## src/rtl/qmod_pkg.sv

```systemverilog
package qmod_pkg;

  // Length of one prescaler cycle for the given flag pair.
  function automatic int unsigned presc_len(input int unsigned radix,
                                            input logic tens_nz,
                                            input logic unit_nz);
    return radix * radix + (tens_nz ? radix : 0) + (unit_nz ? 1 : 0);
  endfunction

  // Full division ratio for a preset triple.
  function automatic int unsigned total_len(input int unsigned radix,
                                            input int unsigned hund,
                                            input int unsigned tens,
                                            input int unsigned unit);
    return radix * radix * hund + radix * tens + unit;
  endfunction

endpackage

```

## src/rtl/qmod_prescaler.sv

```systemverilog
module qmod_prescaler #(
  parameter int unsigned RADIX = 10,
  parameter int unsigned PW    = 7
) (
  input  logic          clk,
  input  logic          rst,
  input  logic          tens_nz,
  input  logic          unit_nz,
  output logic          tick,
  output logic [PW-1:0] cnt
);
  import qmod_pkg::*;

  logic [PW-1:0] last_val;

  // Flags only change at a tick, so the selected length is constant for a cycle.
  always_comb begin
    last_val = PW'(presc_len(RADIX, tens_nz, unit_nz) - 1);
    tick     = (cnt == last_val);
  end

  always_ff @(posedge clk) begin
    if (rst || tick) cnt <= '0;
    else             cnt <= cnt + PW'(1);
  end
endmodule

```

## src/rtl/qmod_down_cnt.sv

```systemverilog
module qmod_down_cnt #(
  parameter int unsigned W         = 4,
  parameter bit          HOLD_ZERO = 1'b1
) (
  input  logic         clk,
  input  logic         load,
  input  logic         step,
  input  logic [W-1:0] preset,
  output logic [W-1:0] value,
  output logic         nz
);
  assign nz = (value != '0);

  generate
    if (HOLD_ZERO) begin : g_hold
      always_ff @(posedge clk) begin
        if (load)            value <= preset;
        else if (step && nz) value <= value - W'(1);
      end
    end else begin : g_free
      always_ff @(posedge clk) begin
        if (load)      value <= preset;
        else if (step) value <= value - W'(1);
      end
    end
  endgenerate
endmodule

```

## src/rtl/quad_mod_divider.sv

```systemverilog
module quad_mod_divider #(
  parameter int unsigned RADIX = 10,
  parameter int unsigned N1W   = 4,
  parameter int unsigned DW    = $clog2(RADIX),
  parameter int unsigned PW    = $clog2(RADIX * RADIX + RADIX + 2)
) (
  input  logic           clk,
  input  logic           rst,
  input  logic [N1W-1:0] hund_preset,
  input  logic [DW-1:0]  tens_preset,
  input  logic [DW-1:0]  unit_preset,
  output logic           pre_tick,
  output logic           div_pulse
);
  localparam int unsigned NDIG = 2;

  // Named internal events for the checker.
  logic           pre_evt;
  logic           wrap_evt;
  logic           load_all;
  logic [PW-1:0]  pre_cnt;
  logic [N1W-1:0] hund_q;
  logic           hund_nz;
  logic [DW-1:0]  dig_q   [NDIG];
  logic           dig_nz  [NDIG];
  logic [DW-1:0]  dig_pre [NDIG];

  assign dig_pre[0] = tens_preset;
  assign dig_pre[1] = unit_preset;

  assign wrap_evt = pre_evt && (hund_q <= N1W'(1));
  assign load_all = rst || wrap_evt;

  qmod_prescaler #(.RADIX(RADIX), .PW(PW)) u_pre (
    .clk     (clk),
    .rst     (rst),
    .tens_nz (dig_nz[0]),
    .unit_nz (dig_nz[1]),
    .tick    (pre_evt),
    .cnt     (pre_cnt)
  );

  qmod_down_cnt #(.W(N1W), .HOLD_ZERO(1'b0)) u_hund (
    .clk    (clk),
    .load   (load_all),
    .step   (pre_evt),
    .preset (hund_preset),
    .value  (hund_q),
    .nz     (hund_nz)
  );

  generate
    for (genvar g = 0; g < NDIG; g++) begin : g_dig
      qmod_down_cnt #(.W(DW), .HOLD_ZERO(1'b1)) u_dig (
        .clk    (clk),
        .load   (load_all),
        .step   (pre_evt),
        .preset (dig_pre[g]),
        .value  (dig_q[g]),
        .nz     (dig_nz[g])
      );
    end
  endgenerate

  always_ff @(posedge clk) begin
    if (rst) begin
      pre_tick  <= 1'b0;
      div_pulse <= 1'b0;
    end else begin
      pre_tick  <= pre_evt;
      div_pulse <= wrap_evt;
    end
  end
endmodule


```

## config.mk

```make
export PLATFORM = sky130hd
export DESIGN_NAME = quad_mod_divider
export DESIGN_NICKNAME = d
export VERILOG_FILES = /design/src/rtl/qmod_pkg.sv /design/src/rtl/qmod_prescaler.sv /design/src/rtl/qmod_down_cnt.sv /design/src/rtl/quad_mod_divider.sv
export SDC_FILE = /design/constraint.sdc
export NUM_CORES = 1
export LEC_CHECK = 0
export BUFFER_PORTS_ARGS = -buffer_cell sky130_fd_sc_hd__buf_2
export CORE_MARGIN = 2
export CORE_UTILIZATION = 36
export CTS_BUF_LIST = sky130_fd_sc_hd__clkbuf_16
export DETAILED_ROUTE_END_ITERATION = 12
export GPL_TIMING_DRIVEN = 1
export SLEW_MARGIN = 30
export SYNTH_ARGS = -nofsm -noshare
export SYNTH_HDL_FRONTEND = slang
export SYNTH_HIERARCHICAL = 1
export SYNTH_SLANG_ARGS = --single-unit
export TNS_END_PERCENT = 20
```

## constraint.sdc

```tcl
create_clock -name clk -period 7.66 [get_ports clk]
set_clock_uncertainty 0.2 [all_clocks]
set_input_delay 0.383 -clock clk [delete_from_list [all_inputs] [get_ports clk]]
set_output_delay 0.383 -clock clk [all_outputs]
set_load 0.03 [all_outputs]
```

# After elaboration in Yosys (flattened, before gate mapping)
# Cells that the tools add are included.
[word_totals]
register_bits = 21
in_bits = 14
output_inout_bits = 2
word_cells = 33
[classes]
addsub = 7
magnitude_cmp = 1
eq_ne = 1
muxes = 8
reduce_logical = 10
[op_table]
columns = ["op", "n"]
rows = [
  ["$mux 4", 7],
  ["$sub 4x1->4 const B", 3],
  ["$reduce_bool 4->1", 2],
  ["$add 7x1->7 const B", 1],
  ["$add 7x7->7", 1],
  ["$add 7x7->7 const A", 1],
  ["$eq 7x7->1", 1],
  ["$sub 7x1->7 const B", 1],
  ["$reduce_bool 2->1", 3],
  ["$le 4x1->1 const B", 1],
  ["$logic_and 1x1->1", 3],
  ["$logic_or 1x1->1", 2],
  ["$mux 1", 1],
]

# Logic depth before layout (Yosys ltp)
# Gate-level depths: netlist (run 1).
[logic_depth]
ltp_word = 9
ltp_mapped = 13
ltp_nobuf = 12

# Cells and area by module
# The synthesis (run 1) kept the hierarchy.
[modules_own_cells]
columns = ["module", "instances", "cells_per_inst", "area_each_um2", "seq_area_each_um2"]
rows = [
  ["qmod_down_cnt (g_dig[0].u_dig ...)", 2, 21, 234.0, 120.1],
  ["qmod_prescaler", 1, 39, 367.9, 140.1],
  ["qmod_down_cnt (u_hund)", 1, 22, 231.5, 120.1],
  ["quad_mod_divider", 1, 6, 73.8, 40.0],
]

# Worst setup path before layout (run 1)
# OpenSTA, ideal clock, no wires.
[synth_path]
path_type = "reg-to-reg"
from = "reg g_dig[0].u_dig.value[0]"
to = "reg g_dig[0].u_dig.value[0] (enable)"
arrival_ps = 2902
required_time_ps = 7154
path_slack_ps = 4253
path_stages_with_launch = 13
path_buffers = 1
period_less_slack_ps = 3407
cell_sequence = "edfxtp_1 > inv_1 > ha_1 > or3b_4 > inv_1 > ha_1 > xor2_1 > nand4b_2 > nor3_4 > nor4b_2 > or2_2 > clkbuf_1 > a21o_1"
[synth_lines]
columns = ["item", "line", "text"]
rows = [
  ["start: declaration", "qmod_down_cnt.sv:9", "output logic [W-1:0] value,"],
  ["start signal: assignment", "qmod_down_cnt.sv:17", "if (load) value <= preset;"],
  ["start signal: assignment", "qmod_down_cnt.sv:18", "else if (step && nz) value <= value - W'(1);"],
]

==> reports/summary.md, run 1 <==
The full die area is 3610 um^2, and the final antenna-violating net count is 0. The number of buffer cells added on primary ports is 15, and the die width is 60.1 um. For the worst voltage drop across the vdd grid, the log shows 0.118 mV. The number of levels the H-tree was split into was 1; the count of TritonRoute iterations in the first routing pass was 4.

The maximum clock rate is 272 MHz. For this design the total switching power over the nets is 58.5 uW. The slew at the pin with the worst max-slew slack was 0.426 ns. The cell sitting at the root of the clock tree is a sky130_fd_sc_hd__clkbuf_16. The mean number of vias per cell is 4.76, and the post-placement cell count is 164.

Of the total power, the share spent switching nets is 21.6%. Setup total negative slack on the finished layout was measured at 0 ns. Cells with a size suffix above 1 make up 22.6% of the layout. The wire-length estimate of the detail-placed layout is 1.46 mm. Synthesis produced a netlist with a net count of 127.

Summing over every cut layer, the via total after detailed routing is 799. For this run, the slowest stage of the critical path takes 0.43 ns. Library cell contributing the largest single delay on the critical path: sky130_fd_sc_hd__nor3_4. The clock network is responsible for 39.6% of the overall power.

Type of destination of the critical path: a register. The largest net degree at the start of global routing was 26. The area growth from synthesis to layout was 17.8%. The power density over the cells works out to 203 nW/um^2.

The worst path buffer plus inverter count is 2, and the remaining design rule violation count is 0. TritonCTS built the clock tree. Leaving out fill and tap cells, the most frequent cell in the layout is sky130_fd_sc_hd__buf_2.

The initialized floorplan defines 20 standard-cell rows. The number of buffers created by CTS was 3; the clock insertion delay at the later pin of the skew report was 0.25 ns. The highest fanout seen on the critical path is 25.

Setup violations remaining at the end of the flow were counted as 0. Sequential cells burn 50.0% of the power. The post-route non-filler standard cell count was 168. After clock tree synthesis, the flow added hold-fix buffers numbering 0. The first global-routing pass estimated 3.24 mm of wire. The repair_antennas step left the layout with diodes totalling 0. CTS clock-pin slew for the worst setup and hold paths: 0.05 ns. The top cell types in the final layout, fill and taps aside, are sky130_fd_sc_hd__buf_2 (15), sky130_fd_sc_hd__edfxtp_1 (12), sky130_fd_sc_hd__inv_1 (11), sky130_fd_sc_hd__dfxtp_1 (9), sky130_fd_sc_hd__nand2_1 (9). Setup repair after global routing left no endpoint under its margin.

The top-level I/O count is 16, and the number of global-route vias before repair is 761. By startpoint and endpoint, the worst setup path is classified as register to register. The time the final worst path needs with I/O delays and setup was 3.67 ns. In the final design database the tool counted 145 nets. Startpoint type of the worst setup path: a register. STA puts the critical path data arrival time at 3.43 ns.

The min-delay analysis places its worst path in the category input pin to register. After floorplanning, the core was sized to cover 3030 um^2. The post-cts gate resize count was 0. The average footprint of a synthesized cell came out at 10.6 um^2.

The data required time of the worst path came out at 7.42 ns. In the finished design, the share of the clock period the worst path needs comes to 47.9%. Count of pins over their slew limit: 0. The tools report the initial antenna violation count as 0.

The overall routing resource usage was 12.3%. The violation count after the first detailed-route iteration is 17, and the cell internal power dissipation is 212 uW. The flow ran to the end, and the final reports show no timing, DRC or antenna violations. Global-route congestion overflow total: 0. In this run the tightest slew margin relative to its limit is 71.6%.

The worst-case setup margin in the final layout was 3.99 ns; the post-synthesis cell count was 107. The post-placement setup slack is 3.97 ns. Cell class contributing the biggest share of worst-path delay: simple AND/OR/NAND/NOR gates. Combinational logic is responsible for 10.4% of the overall power.

For the wire length reported by the detailed router, the log shows 1.92 mm. For the total standard cell area after synthesis, the log shows 1130 um^2. The number of clock sinks seen by CTS was 21; the initial core utilization was 37.4%. Summed over all cells, the static leakage comes to 0.585 nW. The congestion estimate from routability-driven global placement came to 0.726. In this run the deepest clock path goes through 2 buffers.

For the number of warnings printed during yosys synthesis, the log shows 6. The critical path goes through inv_1 > ha_1 > or3b_4 > inv_1 > ha_1 > xor2_1 > nand4b_2 > nor3_4 > nor4b_2 > or2_2 > or2_2. The post-CTS setup buffer count came out at 0.

The die extent in y works out to 60.1 um. The tools report the number of hold-slack violations in the final timing report as 0. Across the run, the number of max-cap violations was 0.

Average wire per standard cell: 11.4 um.
## routing by layer
metal / vias to the layer above / share of wire, % / GRT usage (%)
met1: 370 / 48 / 14.8
met2: 16 / 48 / 20.2
met4: 0 / 0.89 / 3.81
met5: - / 0 / 0
met3: 2 / 3.6 / 4.55
li1: 411 / - / -
## path summary, 6_finish.rpt
kind / start / endpoint / slack (ns) / depth (start not counted)
worst max-delay path: g_dig[0].u_dig/value[0] / u_hund/value[3] / 3.99 / 11
worst min-delay path: hund_preset[2] / u_hund/value[2] / 0.21 / 3
worst max register to register: g_dig[0].u_dig/value[0] / u_hund/value[3] / 3.99 / 11
worst min register to register: u_pre/cnt[0] / u_pre/cnt[0] / 0.34 / 1
## power groups by stage
| stage | Combinational (mW) | Sequential, mW | Clock, mW |
|---|---|---|---|
| 2_1_floorplan | 0.0211 | 0.136 | 0 |
| 3_3_place_gp | 0.0276 | 0.137 | 0 |
| 3_5_place_dp | 0.0286 | 0.138 | 0 |
| 4_1_cts | 0.0287 | 0.135 | 0.111 |
| 5_1_grt | 0.0322 | 0.137 | 0.116 |
| 6_report | 0.0281 | 0.135 | 0.107 |
## final cells by class
cell class | instances | area (um^2)
repair buffers | 15 | 75.1
fillers | 301 | 1690
clock buffers | 3 | 75.1
inverters | 10 | 37.5
clock inverters | 1 | 3.75
well taps | 44 | 55.1
flip-flops and latches | 21 | 541
multi-input cells | 74 | 548
## through the flow
step	hold WS (ns)	power [mW]	cell area (um^2)	util, %
floorplan	0.252	0.157	1130	-
global placement	0.340	0.165	1260	41.5
detailed placement	0.339	0.166	1260	41.5
CTS	0.210	0.275	1340	44.1
global route	0.224	0.285	1340	44.1
finish	0.210	0.271	1340	44.1
## registers in the layout, indices dropped and copies added (netlist names)
| signal | flops |
|---|---|
| u_hund/value | 4 |
| g_dig.u_dig/value | 8 |
| u_pre/cnt | 7 |
| pre_tick | 1 |
| div_pulse | 1 |
## tightest hold or removal path, delay by kind of cell
family | cells | cell delay [ns]
buf+inv | 1 | 0.07
compound gates | 1 | 0.06
simple gates | 1 | 0.03
(Power assumes the default switching activity.)
==> run 2: changes to the inputs <==
==> constraint.sdc (replaced) <==
create_clock -name clk -period 3.1 [get_ports clk]
set_clock_uncertainty 0.2 [all_clocks]
set_input_delay 0.155 -clock clk [delete_from_list [all_inputs] [get_ports clk]]
set_output_delay 0.155 -clock clk [all_outputs]
set_load 0.03 [all_outputs]
==> run 2 against run 1 <==
Effect of this change:
- global-route usage is 1.8 points higher
- sequential share of layout area down 5.4 points
- maximum frequency grew 20%
- largest cell class unchanged
- flip-flop and latch count unchanged
- final cell count rose by 8.9%
- setup slack got worse by 3.9 ns
- largest power group unchanged
- worst hold slack lost 0.21 ns
- critical path type unchanged
- critical endpoint is now g_dig[1].u_dig/value[2]
- via count up 9.8%
- sequential power rose by 150%
==> reports/summary.md, run 2 (same netlist as run 1, synthesis figures left out) <==
The sequential share of power was 47.4% (-2.6 points). The number of buffer cells added on primary ports works out to 15 (unchanged). The library cells used most frequently in the layout, excluding fill and tap cells, are sky130_fd_sc_hd__buf_2 (15), sky130_fd_sc_hd__edfxtp_1 (12), sky130_fd_sc_hd__dfxtp_1 (9), sky130_fd_sc_hd__nand2_1 (9), sky130_fd_sc_hd__inv_1 (8).

The power density over the cells was 459 nW/um^2 (+130%). STA classifies the critical path startpoint as a register. The largest registers in the layout are g_dig.u_dig/value (8), u_pre/cnt (7), u_hund/value (4). The number of flip-flops under the largest register name was 8 (unchanged); the number of levels the H-tree was split into was 1 (unchanged). TritonCTS built the clock tree.

The die extent in y is 60.1 um (unchanged), and the data arrival time of the critical path is 2.86 ns (-0.57 ns). The maximum clock rate is 327 MHz (+20%). The highest fanout seen on the critical path came out at 8 (-68%). The tools report the number of vias in the routed layout as 877 (+9.8%). The remaining design rule violation count was 0 (unchanged); the violation count after the first detailed-route iteration was 49 (+32). For the number of antenna cells inserted, the log shows 0 (unchanged). The total of max-cap violations is 0 (unchanged). The top-level I/O count was 16 (unchanged); the clock insertion delay at the later pin of the skew report was 0.25 ns (about the same). Slew at the pin with the worst max-slew slack: 0.241 ns (-0.185 ns). The wire length reported by the detailed router was 2.27 mm (+18%); the maximum buffer depth of the clock tree was 2 (unchanged). The min-delay analysis places its worst path in the category input pin to register. The logs give 0 (unchanged) for the initial antenna violation count and 0.00158 ns (-0.208 ns) for the final hold slack. The routability congestion estimate came out at 0.728 (+0.25%). The initial core utilization was 37.4% (unchanged). Worst voltage drop across the vdd grid: 0.172 mV (+46%). The switching share of power is 23.2% (+1.6 points), and the global-route wire length before repair is 3.78 mm (+17%). The logs give 2.90 ns (-4.52 ns) for the data required time of the worst path and 3 (unchanged) for the number of buffers created by CTS. The library cell used as clock root buffer is sky130_fd_sc_hd__clkbuf_16. The number of clock sinks seen by CTS is 21 (unchanged). The overall routing resource usage is 14.1% (+1.8 points), and the time the final worst path needs with I/O delays and setup is 3.05 ns (-0.615 ns). The tools report the post-route non-filler standard cell count as 183 (+8.9%). The power dissipated by switching net loads came out at 164 uW (+180%). The fraction of layout cells with a size suffix above 1 was 34.5% (+12 points); the number of hold-slack violations in the final timing report was 0 (unchanged). The global-route congestion overflow total was 0 (unchanged); the total negative slack for setup checks was 0 ns (unchanged).

Average wire per standard cell: 12.4 um (+8.7%). The worst setup path is of the register to register kind. The worst slew slack as a fraction of its limit came out at 83.7% (+12 points). Share of the core filled with cells: 50.9% (+6.8 points). Setup repair after global routing could not meet its margin everywhere.

The filler cell count in the final layout was 272 (-9.6%); the setup violation total in the final timing report was 0 (unchanged). The post-placement cell count is 169 (+3.0%). The portion of total power attributed to combinational logic is 13.6% (+3.2 points). Mean number of vias per cell: 4.79 (+0.77%). The cell internal power dissipation is 544 uW (+160%). The worst setup path is captured at a register.

The number of nets in the final layout was 160 (+10%). The final antenna-violating net count was 0 (unchanged); the area growth from synthesis to layout was 36.0%. The logs give 4 (unchanged) for the count of TritonRoute iterations in the first routing pass and 13 (-50%) for the largest net degree at the start of global routing. Static leakage: 0.680 nW (+16%).

The core outline area came out at 3030 um^2 (unchanged). Leaving out fill and tap cells, the most frequent cell in the layout is sky130_fd_sc_hd__buf_2. The die width came out at 60.1 um (unchanged). The register with the highest flop count is g_dig.u_dig/value. Post-route clock period utilization: 98.5% (+51 points).

For the full die area, the log shows 3610 um^2 (unchanged). The run gives 39.0% (-0.6 points) as the relative contribution of the clock network to total power. CTS clock-pin slew for the worst setup and hold paths: 0.06 ns (about the same). The tools report the number of global-route vias before repair as 859 (+13%). The flow ran to the end, and the final reports show no timing, DRC or antenna violations. The logs give 0 (unchanged) for the count of pins over their slew limit and 708 uW (+160%) for the total power consumption of the routed design. The number of rows created at floorplan was 20 (unchanged). The tools report the total half-perimeter wirelength after legalization and detailed placement as 1.55 mm (+5.7%).
[run 2: cell type report]
cell class	instances	area (um^2)	area share (%)
clock buffers	3	75.1	4.87
repair buffers	29	204	13.2
flip-flops and latches	21	541	35.1
well taps	44	55.1	3.57
clock inverters	1	5.00	0.325
multi-input cells	75	622	40.3
inverters	10	40.0	2.60
[run 2: final timing paths]
| path | cells after the start | endpoint | startpoint | slack, ns |
|---|---|---|---|---|
| setup reg to reg | 12 | g_dig[1].u_dig/value[2] | g_dig[0].u_dig/value[0] | 0.05 |
| hold / removal | 3 | g_dig[0].u_dig/value[0] | tens_preset[0] | 0.002 |
| hold reg to reg | 1 | u_pre/cnt[0] | u_pre/cnt[0] | 0.36 |
| setup / recovery | 12 | g_dig[1].u_dig/value[2] | g_dig[0].u_dig/value[0] | 0.05 |
[run 2: power groups by stage]
stage | logic, mW | clock network [mW] | registers (mW)
floorplan | 0.0568 | 0 | 0.337
global placement | 0.0751 | 0 | 0.341
detailed placement | 0.0779 | 0 | 0.341
CTS | 0.0861 | 0.286 | 0.335
global route | 0.107 | 0.296 | 0.339
finish | 0.0962 | 0.276 | 0.336
[run 2: metal layers]
layer / up-vias / GRT usage [%] / part of all wire (%)
li1: 446 / - / -
met1: 410 / 17.9 / 48
met2: 17 / 23.0 / 48
met3: 4 / 2.60 / 2.5
met4: 0 / 6.67 / 1.5
met5: - / 0 / 0
[run 2: repair_timing]
action | 4_1_cts | 5_1_grt
hold endpoints to repair | 5 | 0
hold buffers | 5 | 0
cloned | 1 | 0
endpoints found under the setup margin | 12 | 24
buffers inserted | 2 | 2
pin swaps | 1 | 4
resized for setup | 0 | 13
[run 2: per-stage QoR]
| step | worst slack, ns | cell area, um^2 |
|---|---|---|
| after detailed placement | -0.00145 | 1320 |
| after global routing | -0.108 | 1540 |
| after CTS | 0.0228 | 1470 |
| after floorplan | -0.106 | 1180 |
| after global placement | 0.0512 | 1320 |
| final | 0.0451 | 1540 |
[run 2: critical path: stages (launching register included)]
cell and delay, ns:
sky130_fd_sc_hd__edfxtp_1 0.42, sky130_fd_sc_hd__inv_1 0.08, sky130_fd_sc_hd__ha_2 0.18, sky130_fd_sc_hd__or3b_4 0.40
sky130_fd_sc_hd__inv_4 0.08, sky130_fd_sc_hd__ha_4 0.20, sky130_fd_sc_hd__xor2_2 0.20, sky130_fd_sc_hd__nand4b_4 0.14
sky130_fd_sc_hd__nor3_4 0.21, sky130_fd_sc_hd__nor4b_4 0.24, sky130_fd_sc_hd__or2_4 0.25, sky130_fd_sc_hd__buf_6 0.14
sky130_fd_sc_hd__o21ai_0 0.08
==> run 3: changes to the inputs <==
--- a/config.mk
+++ b/config.mk
@@ -5,9 +5,10 @@
 export SDC_FILE = /design/constraint.sdc
 export NUM_CORES = 1
 export LEC_CHECK = 0
+export ABC_AREA = 0
 export BUFFER_PORTS_ARGS = -buffer_cell sky130_fd_sc_hd__buf_2
 export CORE_MARGIN = 2
-export CORE_UTILIZATION = 36
+export CORE_UTILIZATION = 38
 export CTS_BUF_LIST = sky130_fd_sc_hd__clkbuf_16
 export DETAILED_ROUTE_END_ITERATION = 12
 export GPL_TIMING_DRIVEN = 1
==> run 3 against run 2 <==
Effect of this change:
- highest routed layer unchanged
- die area is 4.9% lower
- setup slack better by 0.078 ns
- largest cell class unchanged
- combinational power is 6.8% lower
- final area shrank 3.7%
- worst hold slack improved by 0.0042 ns
==> reports/summary.md, run 3 (same netlist as run 1, synthesis figures left out) <==
The data required time of the worst path was 2.90 ns (about the same); the mean number of vias per cell was 4.95 (+3.3%). The run gives 3440 um^2 (-4.9%) as the full die area. The startpoint identified for the worst register-to-register timing path is g_dig[0].u_dig/value[1]. The logs give 0 (unchanged) for the number of antenna cells inserted and 1 (unchanged) for the number of levels the H-tree was split into.

The worst setup path is captured at a register. Relative to the synthesized area, the layout overhead comes to 30.9%. The run gives 7 (+3) as the count of TritonRoute iterations in the first routing pass. In the layout the commonest cells are sky130_fd_sc_hd__buf_2 (15), sky130_fd_sc_hd__edfxtp_1 (12), sky130_fd_sc_hd__dfxtp_1 (9), sky130_fd_sc_hd__nand2_1 (9). The largest net degree at the start of global routing is 24 (+11), and the switching share of power is 22.0% (-1.3 points).

The number of rows created at floorplan was 19 (-5.0%). The fraction of layout cells with a size suffix above 1 is 33.3% (-1.2 points). The routability congestion estimate was 0.741 (+1.9%); the worst reg2reg path depth was 11 (-1). The number of clock sinks seen by CTS is 21 (unchanged), and the worst slew slack as a fraction of its limit is 83.7% (about the same). The worst setup path is launched from a register. The die width is 58.6 um (-2.5%), and the time the final worst path needs with I/O delays and setup is 2.98 ns (-0.0778 ns).

The average wire per standard cell was 12.6 um (+1.3%); the worst voltage drop across the vdd grid was 0.332 mV (+93%). The path class of the tightest hold or removal check is input pin to register. The run gives 0.12 ns (+0.08 ns) as the register-to-register path setup slack.

The worst-case setup margin in the final layout was 0.123 ns (+0.0778 ns). The logs give 607 um^2 (-2.4%) for the area of the multi-input gates and 18 (-63%) for the violation count after the first detailed-route iteration. The destination of the worst register-to-register timing path was g_dig[1].u_dig/value[3]. For the total half-perimeter wirelength after legalization and detailed placement, the log shows 1.52 mm (-1.6%). The critical path is of the register to register type. Portion of total power attributed to combinational logic: 13.0% (-0.6 points).

Number of nets in the final layout: 159 (-0.63%). For the number of vias in the routed layout, the log shows 837 (-4.6%). The tools report the static leakage as 0.633 nW (-6.9%). The tree is rooted in a sky130_fd_sc_hd__clkbuf_16.

For the clock insertion delay at the later pin of the skew report, the log shows 0.25 ns (about the same). The tools report the top-level I/O count as 16 (unchanged). The maximum buffer depth of the clock tree was 2 (unchanged). The worst hold path begins at hund_preset[1]. The library cell used most frequently in the layout, excluding fill and tap cells, is sky130_fd_sc_hd__buf_2. The core outline area was 2810 um^2 (-7.4%); the maximum clock rate was 336 MHz (+2.6%).

The data arrival time of the critical path was 2.78 ns (-0.08 ns). For the global-route wire length before repair, the log shows 3.42 mm (-9.7%). Setup violation total in the final timing report: 0 (unchanged). The tools report the global-route congestion overflow total as 0 (unchanged). The initial core utilization is 40.4% (+3.0 points), and the number of buffers created by CTS is 3 (unchanged). The power dissipated by switching net loads is 152 uW (-7.5%), and the relative contribution of the clock network to total power is 38.9% (about the same). The worst hold path terminates at u_hund/value[1]. Filler cell count in the final layout: 257 (-5.5%). Number of global-route vias before repair: 788 (-8.3%). Setup repair after global routing could not meet its margin everywhere.

The slew at the pin with the worst max-slew slack was 0.241 ns (+0.000416 ns); the number of hold-slack violations in the final timing report was 0 (unchanged). The initial antenna violation count is 0 (unchanged), and the number of flip-flops under the largest register name is 8 (unchanged). TritonCTS built the clock tree. Counting flops per register, the top entry is g_dig.u_dig/value.

The tools report the total negative slack for setup checks as 0 ns (unchanged). For the final antenna-violating net count, the log shows 0 (unchanged). The die extent in y works out to 58.6 um (-2.5%). The flow ran to the end, and the final reports show no timing, DRC or antenna violations.

The total of max-cap violations was 0 (unchanged). Cell internal power dissipation: 540 uW (-0.59%). The count of pins over their slew limit was 0 (unchanged).

For the remaining design rule violation count, the log shows 0 (unchanged). The largest registers in the layout are g_dig.u_dig/value (8), u_pre/cnt (7), u_hund/value (4). The post-route clock period utilization works out to 96.0% (-2.5 points). The number of buffer cells added on primary ports came out at 15 (unchanged). The highest fanout seen on the critical path is 11 (+3). The sequential standard cell area is 541 um^2 (unchanged), and the power density over the cells is 467 nW/um^2 (+1.6%). The CTS clock-pin slew for the worst setup and hold paths is 0.05 ns (about the same), and the overall routing resource usage is 13.3% (-0.78 points). The cell depth of the worst min-delay path came out at 3 (unchanged). The wire length reported by the detailed router is 2.13 mm (-6.5%), and the sequential share of power is 48.2% (+0.8 points). The run gives 0.0118 ns (+0.0133 ns) as the post-placement setup slack.
==> run 3: cell count changes in the layout (fill, tap and decap cells not counted), moves of 2 or more <==
cell | previous run | this run
sky130_fd_sc_hd__buf_6 | 3 | 0
sky130_fd_sc_hd__o21ai_0 | 5 | 7
sky130_fd_sc_hd__o21ai_2 | 2 | 0
sky130_fd_sc_hd__buf_4 | 6 | 8
==> run 3: what timing repair did <==
action,CTS,global route
resized for setup,0,5
hold buffers,4,0
endpoints found under the hold margin,4,0
setup endpoints to repair,0,23
buffers inserted,0,0
==> run 3: stage by stage <==
step                power, mW  std cells  util, %  cell area (um^2)  hold WS [ns]
floorplan               0.394        107        -              1180        0.0241
global placement        0.418        159     47.3              1330         0.235
detailed placement      0.421        159     47.3              1330         0.240
CTS                     0.695        167     51.7              1450     0.0000738
global route            0.730        169     52.9              1480        0.0216
finish                  0.692        169     52.9              1480       0.00573
==> run 3: worst max path at each step <==
stage / slack, ns / end / start / cells past startpoint
after floorplan: -0.11 / g_dig[0].u_dig/value[0] / g_dig[0].u_dig/value[0] / 12
after CTS: 0.01 / u_hund/value[0] / g_dig[0].u_dig/value[1] / 11
after global placement: 0.10 / u_hund/value[2] / g_dig[0].u_dig/value[1] / 11
final: 0.12 / g_dig[1].u_dig/value[3] / g_dig[0].u_dig/value[1] / 11
after detailed placement: 0.01 / u_hund/value[2] / g_dig[0].u_dig/value[1] / 11
after global routing: -0.04 / u_hund/value[0] / g_dig[1].u_dig/value[1] / 11
==> run 3: area by class of cell <==
cell class | instances | share of cell area, %
clock inverters | 1 | 0.506
clock buffers | 3 | 5.06
repair buffers | 27 | 11.8
inverters | 10 | 2.70
well taps | 31 | 2.61
multi-input cells | 76 | 40.9
flip-flops and latches | 21 | 36.4
==> run 3: power groups by stage <==
stage | Sequential, mW | Clock (mW) | Combinational (mW)
after detailed placement | 0.340 | 0 | 0.0809
final | 0.334 | 0.269 | 0.0897
after global placement | 0.339 | 0 | 0.0790
after CTS | 0.334 | 0.276 | 0.0854
after global routing | 0.336 | 0.292 | 0.102
after floorplan | 0.337 | 0 | 0.0568
==> run 3: routing by layer <==
metal	GRT usage (%)	vias up	wire length, um
met5	0	-	0
met2	22.0	13	1010
met4	2.92	0	13
met1	16.9	381	1020
met3	4.62	2	75
li1	-	441	-
==> run 3: worst max-delay path: stages (launching register included) <==
cell and delay, ns:
sky130_fd_sc_hd__edfxtp_1 0.40, sky130_fd_sc_hd__inv_1 0.08, sky130_fd_sc_hd__ha_2 0.18, sky130_fd_sc_hd__or3b_4 0.40, sky130_fd_sc_hd__inv_4 0.07, sky130_fd_sc_hd__ha_4 0.19
sky130_fd_sc_hd__xor2_1 0.16, sky130_fd_sc_hd__nand4b_2 0.13, sky130_fd_sc_hd__nor3_4 0.06, sky130_fd_sc_hd__nor4b_4 0.14, sky130_fd_sc_hd__or2_2 0.39, sky130_fd_sc_hd__o31a_1 0.33
